**config.mk**
```make
export PLATFORM = sky130hd
export DESIGN_NAME = cardfifo_xfer
export DESIGN_NICKNAME = d
export VERILOG_FILES = /design/src/rtl/cfx_pkg.sv /design/src/rtl/cfx_word_fifo.sv /design/src/rtl/cfx_byte_lane.sv /design/src/rtl/cfx_flag_gen.sv /design/src/rtl/cardfifo_xfer.sv
export SDC_FILE = /design/constraint.sdc
export NUM_CORES = 1
export LEC_CHECK = 0
export BUFFER_PORTS_ARGS = -buffer_cell sky130_fd_sc_hd__buf_2
export CORE_MARGIN = 2
export CORE_UTILIZATION = 40
export DETAILED_ROUTE_END_ITERATION = 6
export GPL_ROUTABILITY_DRIVEN = 0
export SLEW_MARGIN = 25
export SYNTH_ARGS = -nofsm -noshare
export SYNTH_HDL_FRONTEND = slang
export SYNTH_HIERARCHICAL = 1
export SYNTH_SLANG_ARGS = --single-unit
```
**constraint.sdc**
```tcl
create_clock -name clk -period 11.4 [get_ports clk]
set_clock_uncertainty 0.15 [all_clocks]
set_input_delay 2.28 -clock clk [delete_from_list [all_inputs] [get_ports clk]]
set_output_delay 2.28 -clock clk [all_outputs]
set_load 0.005 [all_outputs]
```
**src/rtl/cfx_pkg.sv**
```systemverilog
package cfx_pkg;
  // flag bit positions shared by both direction groups
  localparam int FLG_ACTIVE = 0;
  localparam int FLG_EMPTY  = 1;
  localparam int FLG_AVAIL  = 2;
  localparam int FLG_FULL   = 3;
  localparam int FLG_HALF   = 4;
  localparam int FLG_N      = 5;

  localparam int CTRL_EN_BIT  = 0;
  localparam int CTRL_DIR_BIT = 1;

  typedef enum logic {
    XFER_TO_CARD   = 1'b0,
    XFER_FROM_CARD = 1'b1
  } xfer_dir_e;

  // packed so that bit positions match the FLG_* constants
  typedef struct packed {
    logic half;
    logic full;
    logic avail;
    logic empty;
    logic active;
  } fifo_flags_t;
endpackage

```
**src/rtl/cfx_word_fifo.sv**
```systemverilog
module cfx_word_fifo #(
  parameter int WORD_W = 32,
  parameter int DEPTH  = 16
) (
  input  logic                         clk,
  input  logic                         rst_n,
  input  logic                         push,
  input  logic [WORD_W-1:0]            push_data,
  input  logic                         pop,
  output logic [WORD_W-1:0]            head,
  output logic [$clog2(DEPTH+1)-1:0]   count,
  output logic                         full,
  output logic                         empty
);
  localparam int PTR_W = $clog2(DEPTH);
  localparam int CNT_W = $clog2(DEPTH+1);

  logic [WORD_W-1:0] mem [DEPTH];
  logic [PTR_W-1:0]  rd_ptr;
  logic [PTR_W-1:0]  wr_ptr;
  logic [CNT_W-1:0]  count_q;

  // write slot = read position + fill count, wrapping modulo DEPTH
  assign wr_ptr = rd_ptr + count_q[PTR_W-1:0];
  assign head   = mem[rd_ptr];
  assign count  = count_q;
  assign full   = (count_q == CNT_W'(DEPTH));
  assign empty  = (count_q == '0);

  always_ff @(posedge clk) begin
    if (push) mem[wr_ptr] <= push_data;
  end

  always_ff @(posedge clk) begin
    if (!rst_n) begin
      rd_ptr  <= '0;
      count_q <= '0;
    end else begin
      if (pop) rd_ptr <= rd_ptr + 1'b1;
      case ({push, pop})
        2'b10:   count_q <= count_q + 1'b1;
        2'b01:   count_q <= count_q - 1'b1;
        default: count_q <= count_q;
      endcase
    end
  end


  no_overflow_chk: assert property (@(posedge clk) disable iff (!rst_n)
    push |-> !full);

  no_underflow_chk: assert property (@(posedge clk) disable iff (!rst_n)
    pop |-> !empty);

  count_bound_chk: assert property (@(posedge clk) disable iff (!rst_n)
    count_q <= CNT_W'(DEPTH));
endmodule

```
**src/rtl/cfx_byte_lane.sv**
```systemverilog
module cfx_byte_lane #(
  parameter int WORD_W = 32
) (
  input  logic              clk,
  input  logic              rst_n,
  input  logic              clear,
  // packing side (card to FIFO)
  input  logic              rd_fire,
  input  logic [7:0]        rd_byte,
  input  logic              last_byte,
  output logic              pk_push,
  output logic [WORD_W-1:0] pk_word,
  // unpacking side (FIFO to card)
  input  logic              load,
  input  logic [WORD_W-1:0] load_word,
  input  logic              wr_fire,
  output logic              up_valid,
  output logic [7:0]        up_byte
);
  localparam int BYTES  = WORD_W / 8;
  localparam int IDX_W  = $clog2(BYTES);
  localparam int LEFT_W = $clog2(BYTES + 1);

  logic [IDX_W-1:0]  pk_idx;
  logic [WORD_W-1:0] pk_acc;
  logic [WORD_W-1:0] merged;
  logic [WORD_W-1:0] up_sh;
  logic [LEFT_W-1:0] up_left;

  // little-endian lane steering: the byte at index k lands in lane k
  for (genvar b = 0; b < BYTES; b++) begin : g_lane
    assign merged[8*b +: 8] = (pk_idx == IDX_W'(b)) ? rd_byte : pk_acc[8*b +: 8];
  end

  assign pk_push  = rd_fire && ((pk_idx == IDX_W'(BYTES-1)) || last_byte);
  assign pk_word  = merged;
  assign up_valid = (up_left != '0);
  assign up_byte  = up_sh[7:0];

  always_ff @(posedge clk) begin
    if (!rst_n || clear) begin
      pk_idx  <= '0;
      pk_acc  <= '0;
      up_sh   <= '0;
      up_left <= '0;
    end else begin
      if (rd_fire) begin
        if (pk_push) begin
          pk_idx <= '0;
          pk_acc <= '0;
        end else begin
          pk_idx <= pk_idx + 1'b1;
          pk_acc <= merged;
        end
      end
      if (load) begin
        up_sh   <= load_word;
        up_left <= LEFT_W'(BYTES);
      end else if (wr_fire) begin
        up_sh   <= up_sh >> 8;
        up_left <= up_left - 1'b1;
      end
    end
  end


  load_when_idle_chk: assert property (@(posedge clk) disable iff (!rst_n)
    load |-> !up_valid);

  fire_needs_byte_chk: assert property (@(posedge clk) disable iff (!rst_n)
    wr_fire |-> up_valid);
endmodule

```
**src/rtl/cfx_flag_gen.sv**
```systemverilog
module cfx_flag_gen
  import cfx_pkg::*;
#(
  parameter int DEPTH = 16
) (
  input  logic                        clk,
  input  logic                        rst_n,
  input  logic                        active,
  input  logic                        dir_rx,
  input  logic [$clog2(DEPTH+1)-1:0]  count,
  output logic [FLG_N-1:0]            tx_flags,
  output logic [FLG_N-1:0]            rx_flags
);
  localparam int CNT_W = $clog2(DEPTH+1);
  localparam int HALF  = DEPTH / 2;

  fifo_flags_t base;
  fifo_flags_t tx_q;
  fifo_flags_t rx_q;

  always_comb begin
    base.active = 1'b1;
    base.empty  = (count == '0);
    base.avail  = (count != '0);
    base.full   = (count == CNT_W'(DEPTH));
    base.half   = dir_rx ? (count >= CNT_W'(HALF)) : (count <= CNT_W'(HALF));
  end

  always_ff @(posedge clk) begin
    if (!rst_n) begin
      tx_q <= '0;
      rx_q <= '0;
    end else begin
      tx_q <= (active && !dir_rx) ? base : '0;
      rx_q <= (active &&  dir_rx) ? base : '0;
    end
  end

  assign tx_flags = tx_q;
  assign rx_flags = rx_q;


  dir_excl_chk: assert property (@(posedge clk) disable iff (!rst_n)
    !((|tx_flags) && (|rx_flags)));

  empty_avail_chk: assert property (@(posedge clk) disable iff (!rst_n)
    $countones({tx_flags[FLG_EMPTY], tx_flags[FLG_AVAIL], rx_flags[FLG_EMPTY], rx_flags[FLG_AVAIL]}) <= 1);
endmodule

```
**src/rtl/cardfifo_xfer.sv**
```systemverilog
module cardfifo_xfer
  import cfx_pkg::*;
#(
  parameter int WORD_W = 32,
  parameter int DEPTH  = 16,
  parameter int LEN_W  = 16
) (
  input  logic                                  clk,
  input  logic                                  rst_n,
  input  logic                                  ctrl_wr,
  input  logic [1:0]                            ctrl_wdata,
  input  logic                                  len_wr,
  input  logic [LEN_W-1:0]                      len_wdata,
  input  logic                                  push_strobe,
  input  logic [WORD_W-1:0]                     push_data,
  input  logic                                  pop_strobe,
  output logic [WORD_W-1:0]                     pop_data,
  input  logic                                  status_poll,
  input  logic                                  card_data_ready,
  input  logic                                  rd_valid,
  input  logic [7:0]                            rd_data,
  output logic                                  rd_ready,
  output logic                                  wr_valid,
  output logic [7:0]                            wr_data,
  input  logic                                  wr_ready,
  output logic                                  xfer_enabled,
  output logic                                  data_end,
  output logic                                  block_end,
  output logic [FLG_N-1:0]                      tx_flags,
  output logic [FLG_N-1:0]                      rx_flags,
  output logic [LEN_W-$clog2(WORD_W/8):0]       word_count
);
  localparam int BYTES = WORD_W / 8;
  localparam int IDX_W = $clog2(BYTES);
  localparam int CNT_W = $clog2(DEPTH + 1);
  localparam int WC_W  = LEN_W - IDX_W + 1;

  // control and counter state
  logic             en_q;
  xfer_dir_e        dir_q;
  logic [LEN_W-1:0] len_q;
  logic [LEN_W-1:0] cnt_q;
  logic             hold_q;
  logic             dend_q;
  logic             bend_q;

  // FIFO wiring
  logic              f_push, f_pop, f_full, f_empty;
  logic [WORD_W-1:0] f_push_data, f_head;
  logic [CNT_W-1:0]  f_count;

  // lane wiring
  logic              pk_push, up_valid;
  logic [WORD_W-1:0] pk_word;
  logic [7:0]        up_byte;

  logic ctrl_load, cnt_nz, is_rx, rd_fire, wr_fire;
  logic eng_load, host_pop_ok, host_push_ok, flag_active;

  assign ctrl_load = ctrl_wr && ctrl_wdata[CTRL_EN_BIT];
  assign cnt_nz    = (cnt_q != '0);
  assign is_rx     = (dir_q == XFER_FROM_CARD);

  // card-to-FIFO intake
  assign rd_ready = en_q && is_rx && cnt_nz && card_data_ready && !hold_q && !f_full;
  assign rd_fire  = rd_valid && rd_ready;

  // FIFO-to-card output
  assign wr_valid = en_q && !is_rx && cnt_nz && up_valid;
  assign wr_data  = up_byte;
  assign wr_fire  = wr_valid && wr_ready;

  // host port arbitration: host pop takes the read side, the packer takes the write side
  assign host_pop_ok  = pop_strobe && !f_empty;
  assign eng_load     = en_q && !is_rx && cnt_nz && !up_valid && !f_empty && !host_pop_ok;
  assign host_push_ok = push_strobe && cnt_nz && !f_full && !pk_push;

  assign f_pop       = host_pop_ok || eng_load;
  assign f_push      = pk_push || host_push_ok;
  assign f_push_data = pk_push ? pk_word : push_data;
  assign pop_data    = f_empty ? '0 : f_head;

  assign flag_active = en_q && (cnt_nz || !f_empty);

  always_ff @(posedge clk) begin
    if (!rst_n) begin
      en_q   <= 1'b0;
      dir_q  <= XFER_TO_CARD;
      len_q  <= '0;
      cnt_q  <= '0;
      hold_q <= 1'b0;
      dend_q <= 1'b0;
      bend_q <= 1'b0;
    end else begin
      if (len_wr) len_q <= len_wdata;

      if (ctrl_wr) begin
        en_q  <= ctrl_wdata[CTRL_EN_BIT];
        dir_q <= xfer_dir_e'(ctrl_wdata[CTRL_DIR_BIT]);
      end else if (en_q && !cnt_nz && f_empty) begin
        en_q <= 1'b0;
      end

      if (ctrl_load)              cnt_q <= len_q;
      else if (rd_fire || wr_fire) cnt_q <= cnt_q - 1'b1;

      // a pop re-arms the hold even when a poll arrives in the same cycle
      if (ctrl_load)        hold_q <= 1'b0;
      else if (host_pop_ok) hold_q <= 1'b1;
      else if (status_poll) hold_q <= 1'b0;

      if (ctrl_load) begin
        dend_q <= 1'b0;
        bend_q <= 1'b0;
      end else if (en_q && !cnt_nz) begin
        dend_q <= 1'b1;
        bend_q <= 1'b1;
      end
    end
  end

  assign xfer_enabled = en_q;
  assign data_end     = dend_q;
  assign block_end    = bend_q;
  assign word_count   = WC_W'(({1'b0, cnt_q} + (LEN_W+1)'(BYTES-1)) >> IDX_W);

  cfx_word_fifo #(.WORD_W(WORD_W), .DEPTH(DEPTH)) fifo_i (
    .clk       (clk),
    .rst_n     (rst_n),
    .push      (f_push),
    .push_data (f_push_data),
    .pop       (f_pop),
    .head      (f_head),
    .count     (f_count),
    .full      (f_full),
    .empty     (f_empty)
  );

  cfx_byte_lane #(.WORD_W(WORD_W)) lane_i (
    .clk       (clk),
    .rst_n     (rst_n),
    .clear     (ctrl_load),
    .rd_fire   (rd_fire),
    .rd_byte   (rd_data),
    .last_byte (cnt_q == LEN_W'(1)),
    .pk_push   (pk_push),
    .pk_word   (pk_word),
    .load      (eng_load),
    .load_word (f_head),
    .wr_fire   (wr_fire),
    .up_valid  (up_valid),
    .up_byte   (up_byte)
  );

  cfx_flag_gen #(.DEPTH(DEPTH)) flags_i (
    .clk      (clk),
    .rst_n    (rst_n),
    .active   (flag_active),
    .dir_rx   (is_rx),
    .count    (f_count),
    .tx_flags (tx_flags),
    .rx_flags (rx_flags)
  );


  cnt_nonrising_chk: assert property (@(posedge clk) disable iff (!rst_n)
    !ctrl_load |=> (cnt_q <= $past(cnt_q)));

  hold_after_pop_chk: assert property (@(posedge clk) disable iff (!rst_n)
    (host_pop_ok && !ctrl_load) |=> !rd_ready);

  wr_stable_chk: assert property (@(posedge clk) disable iff (!rst_n)
    (wr_valid && !wr_ready && !ctrl_wr) |=> (wr_valid && $stable(wr_data)));

  end_flags_chk: assert property (@(posedge clk) disable iff (!rst_n)
    (en_q && !cnt_nz && !ctrl_load) |=> (data_end && block_end));

  auto_off_chk: assert property (@(posedge clk) disable iff (!rst_n)
    (en_q && !cnt_nz && f_empty && !ctrl_wr) |=> !xfer_enabled);
endmodule

```
* After elaboration in Yosys (flattened, before gate mapping)
Memory sizes are Yosys's and may differ from the RTL's. A register that Yosys moved wholly into a read port is not among the register bits.
Cells that the tools add are included.
** Operators by class
- $add $sub $neg :: 8
- Magnitude comparators :: 2
- Equality and inequality tests :: 7
- Mux-type cells :: 26
- Bitwise logic cells :: 1
- Reductions and logical operators :: 53
** Operators by type and width (count)
- $mux 32 :: 5
- $mux 16 :: 2
- $mux 8 :: 4
- $logic_and 1x1->1 :: 24
- $add 16x2->17 const B :: 1
- $eq 16x1->1 const B :: 1
- $reduce_bool 16->1 :: 1
- $sub 16x1->16 const B :: 1
- $pmux 5 s2 :: 1
- $reduce_bool 2->1 :: 5
- $logic_not 1->1 :: 9
- $mux 1 :: 9
- $mux 4 :: 2
- $eq 2x2->1 const B :: 3
- $logic_or 1x1->1 :: 6
- $mux 3 :: 2
- $add 5x1->5 const B :: 1
- $eq 5x5->1 const B :: 1
- $ge 5x4->1 const B :: 1
- $le 5x4->1 const B :: 1
- $logic_not 5->1 :: 1
- $reduce_bool 5->1 :: 1
- $sub 5x1->5 const B :: 1
- $add 4x1->4 const B :: 1
- other kinds (10) :: 13
** Storage, ports and cells
- Bits in registers :: 124
- RAM bits :: 512
- Bits of input ports :: 68
- Output and inout port bits :: 70
- Logic and storage cells :: 121
- Memories :: 1
** Memory list
- fifo_i.mem :: depth 16, width 32, read ports 1, clocked after memory_dff 1, wr ports 1, RTL line cfx_word_fifo.sv:18 : logic [WORD_W-1:0] mem [DEPTH];

* Longest topological paths before layout
Gate-level depths: netlist of the first run.
- Depth after elaboration :: 12
- Depth in mapped cells :: 20

* Cells and area by module
The synthesis of the first run kept the hierarchy.
** By module, submodules not included
- cfx_word_fifo :: times used 1, cells an instance 886, area each 19972.9 um^2
- cfx_byte_lane :: times used 1, cells an instance 340, area each 3261.9 um^2
- cardfifo_xfer :: times used 1, cells an instance 343, area each 2767.7 um^2
- cfx_flag_gen :: times used 1, cells an instance 27, area each 295.3 um^2

* Least setup slack after synthesis of the first run
OpenSTA, ideal clock, no wires.
- Kind :: input port to flip-flop
- From :: input port card_data_ready
- To :: memory fifo_i.mem[0][0], enable pin
- Arrival time :: 5.524 ns
- Required time :: 10.829 ns
- Path slack :: 5.304 ns
- Stages :: 10
- Buffers on the path :: 2
- Cells stage by stage :: nand4b_1 nor3_1 and2_1 o21a_1 clkbuf_1 clkbuf_1 a21o_1 inv_1 or3_1 nor2_1
** Between the ends
- Word-level cells in the longest chain between the ends :: 10
** RTL lines
- from (decl) :: RTL line cardfifo_xfer.sv:19 : input logic card_data_ready,
- $logic_and 1x1->1 (*) (3 in a row) :: RTL line cardfifo_xfer.sv:65 : assign rd_ready = en_q && is_rx && cnt_nz && card_data_ready && !hold_q && !f_full;
- named net rd_ready :: RTL line cardfifo_xfer.sv:22 : output logic rd_ready,
- $logic_and 1x1->1 (*) :: RTL line cardfifo_xfer.sv:66 : assign rd_fire = rd_valid && rd_ready;
- named net rd_fire :: RTL line cardfifo_xfer.sv:57 : logic ctrl_load, cnt_nz, is_rx, rd_fire, wr_fire;
- $logic_and 1x1->1 (*) :: RTL line cfx_byte_lane.sv:35 : assign pk_push = rd_fire && ((pk_idx == IDX_W'(BYTES-1)) || last_byte);
- named net pk_push :: RTL line cardfifo_xfer.sv:53 : logic pk_push, up_valid;
- $logic_not 1->1 :: RTL line cardfifo_xfer.sv:76 : assign host_push_ok = push_strobe && cnt_nz && !f_full && !pk_push;
- $logic_and 1x1->1 :: RTL line cardfifo_xfer.sv:76
- $logic_or 1x1->1 (*) :: RTL line cardfifo_xfer.sv:79 : assign f_push = pk_push || host_push_ok;
- named net f_push :: RTL line cardfifo_xfer.sv:48 : logic f_push, f_pop, f_full, f_empty;
- $mux 1 (*) :: RTL line cfx_word_fifo.sv:31 : if (push) mem[wr_ptr] <= push_data;
- $mux 1 (implied by the code) (*) :: RTL line cfx_word_fifo.sv:31
- to (decl) :: RTL line cfx_word_fifo.sv:18
The timed path passes the listed nets; every way through them passes the cells marked *.

==> flow_summary_export.csv, run 1 <==
group,metric,value,unit
detailed_routing,vias,14900,
timing,layout_min_cycle_time,6.10,ns
logic_synthesis,ys_seq_elements,640,
cells_and_area,nNetsFinal,1814,
logic_synthesis,synth_compound_area_frac,0.0503,
critical_path,crit_chain,"buf_12 -> mux4_2 -> a22oi_1 -> nand2_1 -> nor2b_1 -> buf_2",
flow_run,maxCapViolCount,0,
pwr,p_leak,0.0101,uW
die,die_w,260,um
logic_synthesis,yosys_warnings,6,
die,die_h,260,um
grt,grt_pass1_vias,14700,
logic_synthesis,async_flop_share,0,
critical_path,path_delay_family,"flip-flops",
place,port_buffers,137,
detailed_routing,firstDrtPassIters,5,
logic_synthesis,synthTopCellsByArea,"edfxtp_1 (58%), mux4_2 (11%), dfxtp_1 (9.7%), mux2_2 (3.8%), a22oi_1 (2.3%)",
die,coreArea,65400,sq um
logic_synthesis,synth_ff_type,"edfxtp_1",
timing,rsz0062_at_grt,"false",
cts,cts_tree,"yes",
timing,slew_violations,0,
critical_path,cp.required,8.97,ns
die,initial_core_util,0.402,
timing,hold_viol,0,
timing,fin_ws,5.30,ns
timing,setup_viol,0,
detailed_routing,routed_wl,67100,um
cts,path_clk_slew,0.06,ns
cells_and_area,antennaDiodeCount,0,
logic_synthesis,synth_top_area_frac,0.585,
grt,grt_overflow,0,
critical_path,crit_fanout,93,
pwr,p_per_area,220,nW/um^2
critical_path,cp_slowest_cell,"dfxtp_4",
cts,post_cts_buffers,0,
status,status,"finished clean",
logic_synthesis,muxShareOfSynthArea,0.157,
critical_path,slowest_delay,0.85,ns
cells_and_area,drive_above_1_share,0.306,
grt,grt_usage,0.199,
timing,period_share,0.535,
detailed_routing,drt.antenna.violating_nets,0,
timing,slew_headroom,0.285,
cts,clockBufferDepth,3,
detailed_routing,wl_per_cell,25.3,um
logic_synthesis,syn_avg_cell_area,16.5,sq um
cts,cts_resized,0,
logic_synthesis,syn_inst,1596,
place,post-place-ws,5.48,ns
cts,hold_buffers,0,
cts,clock-sinks,640,
critical_path,crit_arrival,3.67,ns
place,dpl.hpwl,40100,um
logic_synthesis,synth_most_common_cell,"edfxtp_1",
critical_path,cp-end-kind,"output pin",
pwr,vdd_drop_max,176,uV
timing,tightest_slew,1.04,ns
grt,grt_pass1_wl,97800,um
worst_hold_path,hold_class,"flip-flop to flip-flop",
logic_synthesis,synth_area,26300,sq um
grt,grt_max_degree,94,
logic_synthesis,netlist_top_cells_count,"edfxtp_1 (512), dfxtp_1 (128), mux4_2 (128)",
cts,clock_latency,0.63,ns
cells_and_area,syn_to_final_growth,15.3,%
die,die_area,67800,sq um
timing,tns,0,ns
logic_synthesis,yosysTopAreaCell,"edfxtp_1",
timing,max_freq,0.164,GHz
cts,htreeDepth,3,
logic_synthesis,synth-simple-area-share,0.0671,
critical_path,start_kind,"flip-flop",
die,ios,138,
die,fp-row-count,94,
logic_synthesis,synth_top_family_by_area,"multiplexers",
logic_synthesis,synthXorXnorAreaFrac,0.00799,
detailed_routing,drt-initial-drc-count,1330,
logic_synthesis,synth_cell_type_count,63,
logic_synthesis,yosys.area_share.adder,0.00914,
logic_synthesis,synth_edf_count,512,
grt,grt_antenna_before_repair,3,
logic_synthesis,seq_area_frac_synth,0.682,
detailed_routing,via_per_inst,5.61,
critical_path,critical_path_class,"flip-flop to output pin",
cts,cts_buffers,70,
critical_path,crit_buf_inv,2,
detailed_routing,drc_errors,0,
logic_synthesis,synth_nets,1682,
pwr,power,6690,uW
cts,root_buffer,"clkbuf_16",
[logic make-up (layout without fill, tap and decap cells)]
group	Yosys count	after routing
compound gates	188	188
xor+xnor	24	24
fa+ha+maj	18	18
buf+inv	135	323
flops	640	640
mux	241	241
simple gates	350	350
[worst reg2reg max path, delay by kind of cell, from the launching register on]
| family | cells | cell delay, ns |
|---|---|---|
| compound gates | 2 | 0.39 |
| flops | 1 | 0.46 |
| buf+inv | 4 | 1.11 |
| fa+ha+maj | 1 | 0.31 |
| simple gates | 6 | 1.96 |
[per-stage QoR]
stage / hold WS, ns / instances / util / cell area, sq um
after detailed placement: 0.293 / 2520 / 0.428 / 28000
after floorplan: 0.276 / 1596 / - / 26300
after CTS: 0.309 / 2648 / 0.464 / 30300
after global placement: 0.289 / 2516 / 0.426 / 27900
final: 0.309 / 2648 / 0.464 / 30300
after global routing: 0.323 / 2648 / 0.464 / 30300
[cell usage in the layout, fill, tap and decap left out, types with 7 or more instances in the layout]
cell	Yosys	routed
and2_1	20	20
nor4_1	8	8
nor2_4	0	19
a22oi_1	81	81
a21oi_1	46	46
ha_1	16	16
o21ai_0	14	14
o31ai_1	7	7
xnor2_1	17	17
clkbuf_1	49	17
a22oi_2	10	10
nor2b_1	35	33
nor2_1	92	73
nand2_1	102	102
buf_4	23	28
nor2_2	10	10
clkinv_1	1	7
or4_1	12	12
clkinv_2	0	11
inv_1	22	22
edfxtp_1	512	512
dfxtp_1	128	126
nand4_1	7	7
buf_2	15	137
mux2i_1	25	25
nand3_1	10	10
mux4_2	128	128
nor3_1	17	16
mux2_2	88	88
nor3b_1	9	9
xor2_1	7	7
clkbuf_16	0	71
bufinv_16	0	7
[worst paths after layout]
check,startpoint,to,slack (ns),depth (start not counted)
min reg2reg,lane_i/pk_acc[27],lane_i/pk_acc[27],0.31,1
max,flip-flop,pop_data[16],5.30,6
max reg2reg,cnt_q[0],fifo_i/mem[8][29],6.66,13
min,lane_i/pk_acc[27],lane_i/pk_acc[27],0.31,1
[layout make-up]
class	instances	area, sq um
fill	5642	35100
tap	864	1080
multi-input combinational	821	7830
sequential	640	17900
clock inverter	35	458
clock buffer	93	1910
inverter	25	95.1
timing repair buffer	170	1010
[where the power goes]
part / internal (uW) / switching, uW / total (uW)
sequential: 2740 / 122 / 2860
clock: 1360 / 948 / 2310
combinational: 669 / 853 / 1520
total: 4760 / 1920 / 6690
[state kept, by name, indices dropped and copies added (netlist names), named ones only]
signal and count:
lane_i/pk_idx 2, xfer_enabled 1, fifo_i/rd_ptr 4, lane_i/up_left 3
lane_i/pk_acc 32, fifo_i/count 5, fifo_i/mem 512, dir_q 1
hold_q 1, flags_i/tx_flags 5, flags_i/rx_flags 5, len_q 16
cnt_q 16, block_end 1, lane_i/up_sh 32
[per-layer routing]
layer	GRT usage	wire, um	vias up
met4	0.0629	1870	2
met3	0.0426	4960	96
met2	0.309	31300	567
met5	0	13	-
li1	-	-	6492
met1	0.280	28900	7694
Power figures use the tool's default switching activity.
==> inputs of run 2 (changes only) <==
==> constraint.sdc (replaced) <==
create_clock -name clk -period 5.5 [get_ports clk]
set_clock_uncertainty 0.15 [all_clocks]
set_input_delay 1.1 -clock clk [delete_from_list [all_inputs] [get_ports clk]]
set_output_delay 1.1 -clock clk [all_outputs]
set_load 0.005 [all_outputs]
==> flow_summary_export.csv, run 2 (synthesis gave the netlist of run 1 again) <==
group,metric,value,unit
detailed_routing,drc_errors,0,
critical_path,cp-end-kind,"flip-flop",
detailed_routing,drt.antenna.violating_nets,0,
timing,setup_viol,0,
die,coreArea,65400,sq um
timing,tightest_slew,1.04,ns
critical_path,r2r_setup_slack,1.15,ns
pwr,seqPwrFrac,0.442,
pwr,p_sw,3840,uW
place,dpl.hpwl,43500,um
detailed_routing,via_per_inst,5.54,
critical_path,crit_fanout,26,
grt,grt_overflow,0,
detailed_routing,firstDrtPassIters,6,
timing,slew_violations,0,
timing,rsz0062_at_grt,"false",
cts,htreeDepth,3,
cells_and_area,fin_util,0.458,
critical_path,start_kind,"flip-flop",
cells_and_area,drive_above_1_share,0.300,
detailed_routing,drt-initial-drc-count,1396,
timing,hold_viol,0,
die,die_h,260,um
timing,layout_min_cycle_time,4.35,ns
critical_path,r2r_cells,12,
cells_and_area,layout_common_cells,"edfxtp_1 (512), buf_2 (137), mux4_2 (128), dfxtp_1 (126), nand2_1 (102)",
critical_path,crit_top_cell,"inv_1",
critical_path,path_delay_family,"simple AND/OR/NAND/NOR gates",
cells_and_area,final_common_cell,"edfxtp_1",
cts,cts_resized,0,
cells_and_area,nNetsFinal,1812,
detailed_routing,routed_wl,64700,um
cells_and_area,top_register,"fifo_i/mem",
flow_run,maxCapViolCount,0,
die,initial_core_util,0.402,
place,post-place-ws,1.14,ns
critical_path,slowest_delay,0.73,ns
cells_and_area,largest_reg_flops,512,
timing,max_freq,0.230,GHz
critical_path,crit_chain,"inv_1 -> ha_1 -> nor3b_1 -> and4_1 -> nor3_1 -> and2_1 -> o21a_2 -> a21o_1 -> inv_1 -> or3_1 -> nor2_4 -> buf_4",
cts,hold_buffers,0,
pwr,internal-power,9490,uW
critical_path,crit_arrival,4.48,ns
die,die_area,67800,sq um
critical_path,cp.required,5.63,ns
critical_path,critical_path_class,"flip-flop to flip-flop",
cells_and_area,n_fill_cell,5652,
detailed_routing,wl_per_cell,24.5,um
cts,root_buffer,"clkbuf_16",
pwr,pwr-share-clk,0.317,
pwr,p_leak,0.00996,uW
cts,path_clk_slew,0.06,ns
grt,grt_usage,0.191,
die,die_w,260,um
critical_path,r2r-start,"cnt_q[0]",
timing,tns,0,ns
cts,clockBufferDepth,3,
cts,post_cts_buffers,0,
timing,slew_headroom,0.290,
timing,hold_ws,0.306,ns
worst_hold_path,worstHoldEndpoint,"lane_i/pk_acc[31]",
worst_hold_path,whs_path_depth,1,
critical_path,crit_buf_inv,3,
timing,fin_ws,1.15,ns
cts,cts_buffers,68,
pwr,comb_power_share,0.241,
grt,grt_max_degree,46,
worst_hold_path,hold_class,"flip-flop to flip-flop",
place,port_buffers,137,
worst_hold_path,holdCritStartpoint,"lane_i/pk_acc[31]",
cells_and_area,regArea,17900,sq um
timing,period_share,0.792,
grt,grt_pass1_wl,94700,um
die,ios,138,
detailed_routing,vias,14600,
status,status,"finished clean",
critical_path,cp_slowest_cell,"nor2_4",
cts,cts_tree,"yes",
grt,grt_antenna_before_repair,2,
die,fp-row-count,94,
cells_and_area,multi_input_area,7830,sq um
grt,grt_pass1_vias,14200,
cts,clock-sinks,640,
cells_and_area,syn_to_final_growth,13.9,%
pwr,vdd_drop_max,200,uV
pwr,p_per_area,445,nW/um^2
critical_path,regToRegEndpoint,"fifo_i/mem[8][18]",
cts,clock_latency,0.58,ns
cells_and_area,largestRegisters,"fifo_i/mem (512), lane_i/pk_acc (32), lane_i/up_sh (32)",
pwr,p_sw_frac,0.288,
## run 2: how the worst max path moves through the flow
stage                     from                 to  depth (start not counted)
2_1_floorplan         cnt_q[0]   fifo_i/mem[8][0]                         15
3_3_place_gp   card_data_ready  fifo_i/mem[8][18]                         10
3_5_place_dp          cnt_q[0]  fifo_i/mem[8][21]                         12
4_1_cts              flip-flop        pop_data[3]                          6
5_1_grt               cnt_q[0]  fifo_i/mem[8][20]                         12
6_report              cnt_q[0]  fifo_i/mem[8][18]                         12
## run 2: cell type report
cell class / instances / share of cell area
multi-input combinational: 821 / 0.261
inverter: 25 / 0.00317
sequential: 640 / 0.599
tap: 864 / 0.0361
clock inverter: 24 / 0.00597
clock buffer: 94 / 0.0615
antenna: 1 / 0.0000835
timing repair buffer: 170 / 0.0328
## run 2: routing by layer
layer	vias up	share of wire	track usage
met5	-	0	0
met4	0	0.030	0.0573
met3	103	0.079	0.0424
met2	531	0.45	0.281
met1	7500	0.45	0.284
li1	6493	-	-
## run 2: worst reg2reg max path, stage by stage, from the launching register on
cell and delay [ns]:
dfxtp_1 0.44, inv_1 0.09, ha_1 0.29, nor3b_1 0.19
and4_1 0.34, nor3_1 0.25, and2_1 0.24, o21a_2 0.17
a21o_1 0.18, inv_1 0.09, or3_1 0.59, nor2_4 0.74
buf_4 0.30
## run 2: power by group through the flow
| stage | Clock, uW | Sequential, uW | Combinational [uW] |
|---|---|---|---|
| global placement | 0 | 5980 | 3210 |
| finish | 4220 | 5890 | 3210 |
| CTS | 4320 | 5900 | 3260 |
| floorplan | 0 | 5860 | 2200 |
| detailed placement | 0 | 6000 | 3240 |
| global route | 4520 | 5940 | 3460 |
## run 2: metrics by stage
step	cells	power [uW]	area [sq um]
final	2639	13300	30000
after detailed placement	2520	9240	27900
after global placement	2520	9190	27900
after global routing	2638	13900	30000
after floorplan	1596	8070	26300
after CTS	2638	13500	30000
==> inputs of run 3 (changes only) <==
==> constraint.sdc (replaced) <==
create_clock -name clk -period 4.21 [get_ports clk]
set_clock_uncertainty 0.15 [all_clocks]
set_input_delay 0.842 -clock clk [delete_from_list [all_inputs] [get_ports clk]]
set_output_delay 0.842 -clock clk [all_outputs]
set_load 0.005 [all_outputs]
==> flow_summary_export.csv, run 3 (synthesis gave the netlist of run 1 again) <==
group,metric,value,unit
cells_and_area,syn_to_final_growth,15.8,%
pwr,pwr-share-clk,0.325,
cells_and_area,largest_reg_flops,512,
detailed_routing,via_per_inst,5.57,
grt,grt_usage,0.197,
timing,setup_viol,0,
worst_hold_path,hold_class,"flip-flop to flip-flop",
die,die_area,67800,sq um
detailed_routing,routed_wl,66900,um
grt,grt_pass1_vias,14700,
grt,grt_overflow,0,
pwr,p_leak,0.0102,uW
cells_and_area,drive_above_1_share,0.310,
place,post-place-ws,0.203,ns
timing,tightest_slew,1.05,ns
cts,post_cts_buffers,0,
die,coreArea,65400,sq um
timing,fin_ws,0.291,ns
cts,htreeDepth,3,
detailed_routing,firstDrtPassIters,5,
critical_path,critical_path_class,"flip-flop to output pin",
timing,period_share,0.931,
grt,grt_pass1_wl,96700,um
cts,cts_tree,"yes",
timing,hold_viol,0,
die,initial_core_util,0.402,
status,status,"finished clean",
cts,path_clk_slew,0.06,ns
flow_run,maxCapViolCount,0,
pwr,vdd_drop_max,352,uV
cells_and_area,multi_input_area,7840,sq um
cts,clock_latency,0.61,ns
detailed_routing,wl_per_cell,25.1,um
timing,tns,0,ns
critical_path,cp.required,3.22,ns
die,ios,138,
pwr,p_sw,5100,uW
cts,clockBufferDepth,3,
cells_and_area,final_common_cell,"edfxtp_1",
critical_path,crit_arrival,2.93,ns
die,fp-row-count,94,
cells_and_area,regArea,17900,sq um
cells_and_area,layout_common_cells,"edfxtp_1 (512), buf_2 (137), mux4_2 (128), dfxtp_1 (126), nand2_1 (102)",
detailed_routing,drt-initial-drc-count,1258,
cts,clock-sinks,640,
detailed_routing,drc_errors,0,
detailed_routing,vias,14800,
pwr,comb_power_share,0.245,
cells_and_area,largestRegisters,"fifo_i/mem (512), lane_i/pk_acc (32), lane_i/up_sh (32)",
pwr,power,17700,uW
cells_and_area,top_register,"fifo_i/mem",
timing,slew_violations,0,
timing,slew_headroom,0.295,
critical_path,cp-end-kind,"output pin",
place,dpl.hpwl,40100,um
grt,grt_max_degree,62,
place,port_buffers,137,
detailed_routing,drt.antenna.violating_nets,0,
timing,layout_min_cycle_time,3.92,ns
cts,cts_buffers,68,
cells_and_area,nNetsFinal,1831,
timing,max_freq,0.255,GHz
grt,grt_antenna_before_repair,0,
pwr,p_per_area,583,nW/um^2
pwr,seqPwrFrac,0.431,
cts,root_buffer,"clkbuf_16",
pwr,internal-power,12700,uW
die,die_h,260,um
cells_and_area,n_fill_cell,5659,
timing,rsz0062_at_grt,"false",
pwr,p_sw_frac,0.287,
die,die_w,260,um
critical_path,start_kind,"flip-flop",
critical_path,crit_fanout,23,
==> run 3: layout make-up <==
cell class              count  area share
diodes                      1   0.0000822
flip-flops and latches    640       0.589
clock inverters            30     0.00834
multi-input cells         821       0.257
repair buffers            189      0.0440
well taps                 864      0.0355
clock buffers              93      0.0621
inverters                  25     0.00308
==> run 3: power by group through the flow <==
stage | Clock (uW) | Sequential [uW] | Combinational, uW
after global placement | 0 | 7760 | 4380
after CTS | 5880 | 7650 | 4420
final | 5760 | 7640 | 4340
after detailed placement | 0 | 7780 | 4400
after global routing | 6140 | 7700 | 4690
after floorplan | 0 | 7650 | 2920
==> run 3: path summary, 6_finish.rpt <==
check / startpoint / to / slack [ns] / cells past startpoint
worst max-delay path: flip-flop / pop_data[6] / 0.29 / 7
worst min-delay path: lane_i/pk_acc[28] / lane_i/pk_acc[28] / 0.31 / 1
worst max register to register: cnt_q[0] / fifo_i/count[4] / 0.32 / 16
worst min register to register: lane_i/pk_acc[28] / lane_i/pk_acc[28] / 0.31 / 1
==> run 3: timing repair <==
item                       4_1_cts  5_1_grt
setup endpoints to repair        0        1
gates resized for setup          0        2
hold buffers                     0        0
==> run 3: per-stage QoR <==
step / hold slack [ns] / util / cells / instance area, sq um
after floorplan: 0.276 / - / 1596 / 26400
after global placement: 0.289 / 0.433 / 2539 / 28300
after detailed placement: 0.294 / 0.433 / 2539 / 28300
after CTS: 0.310 / 0.465 / 2662 / 30400
after global routing: 0.329 / 0.465 / 2662 / 30400
final: 0.309 / 0.466 / 2663 / 30400
==> run 3: layer usage <==
layer | GRT usage | vias up | part of all wire
li1 | - | 6533 | -
met1 | 0.268 | 7738 | 0.43
met2 | 0.326 | 477 | 0.49
met3 | 0.0399 | 92 | 0.065
met4 | 0.0489 | 0 | 0.021
met5 | 0 | - | 0
==> run 3: worst max-delay path, cell delays in order (launching register included) <==
cell and delay (ns):
dfxtp_4 0.56, buf_12 0.27, buf_4 0.28, mux4_2 0.54
a22oi_1 0.20, nand2_1 0.14, nor2b_1 0.17, buf_2 0.15
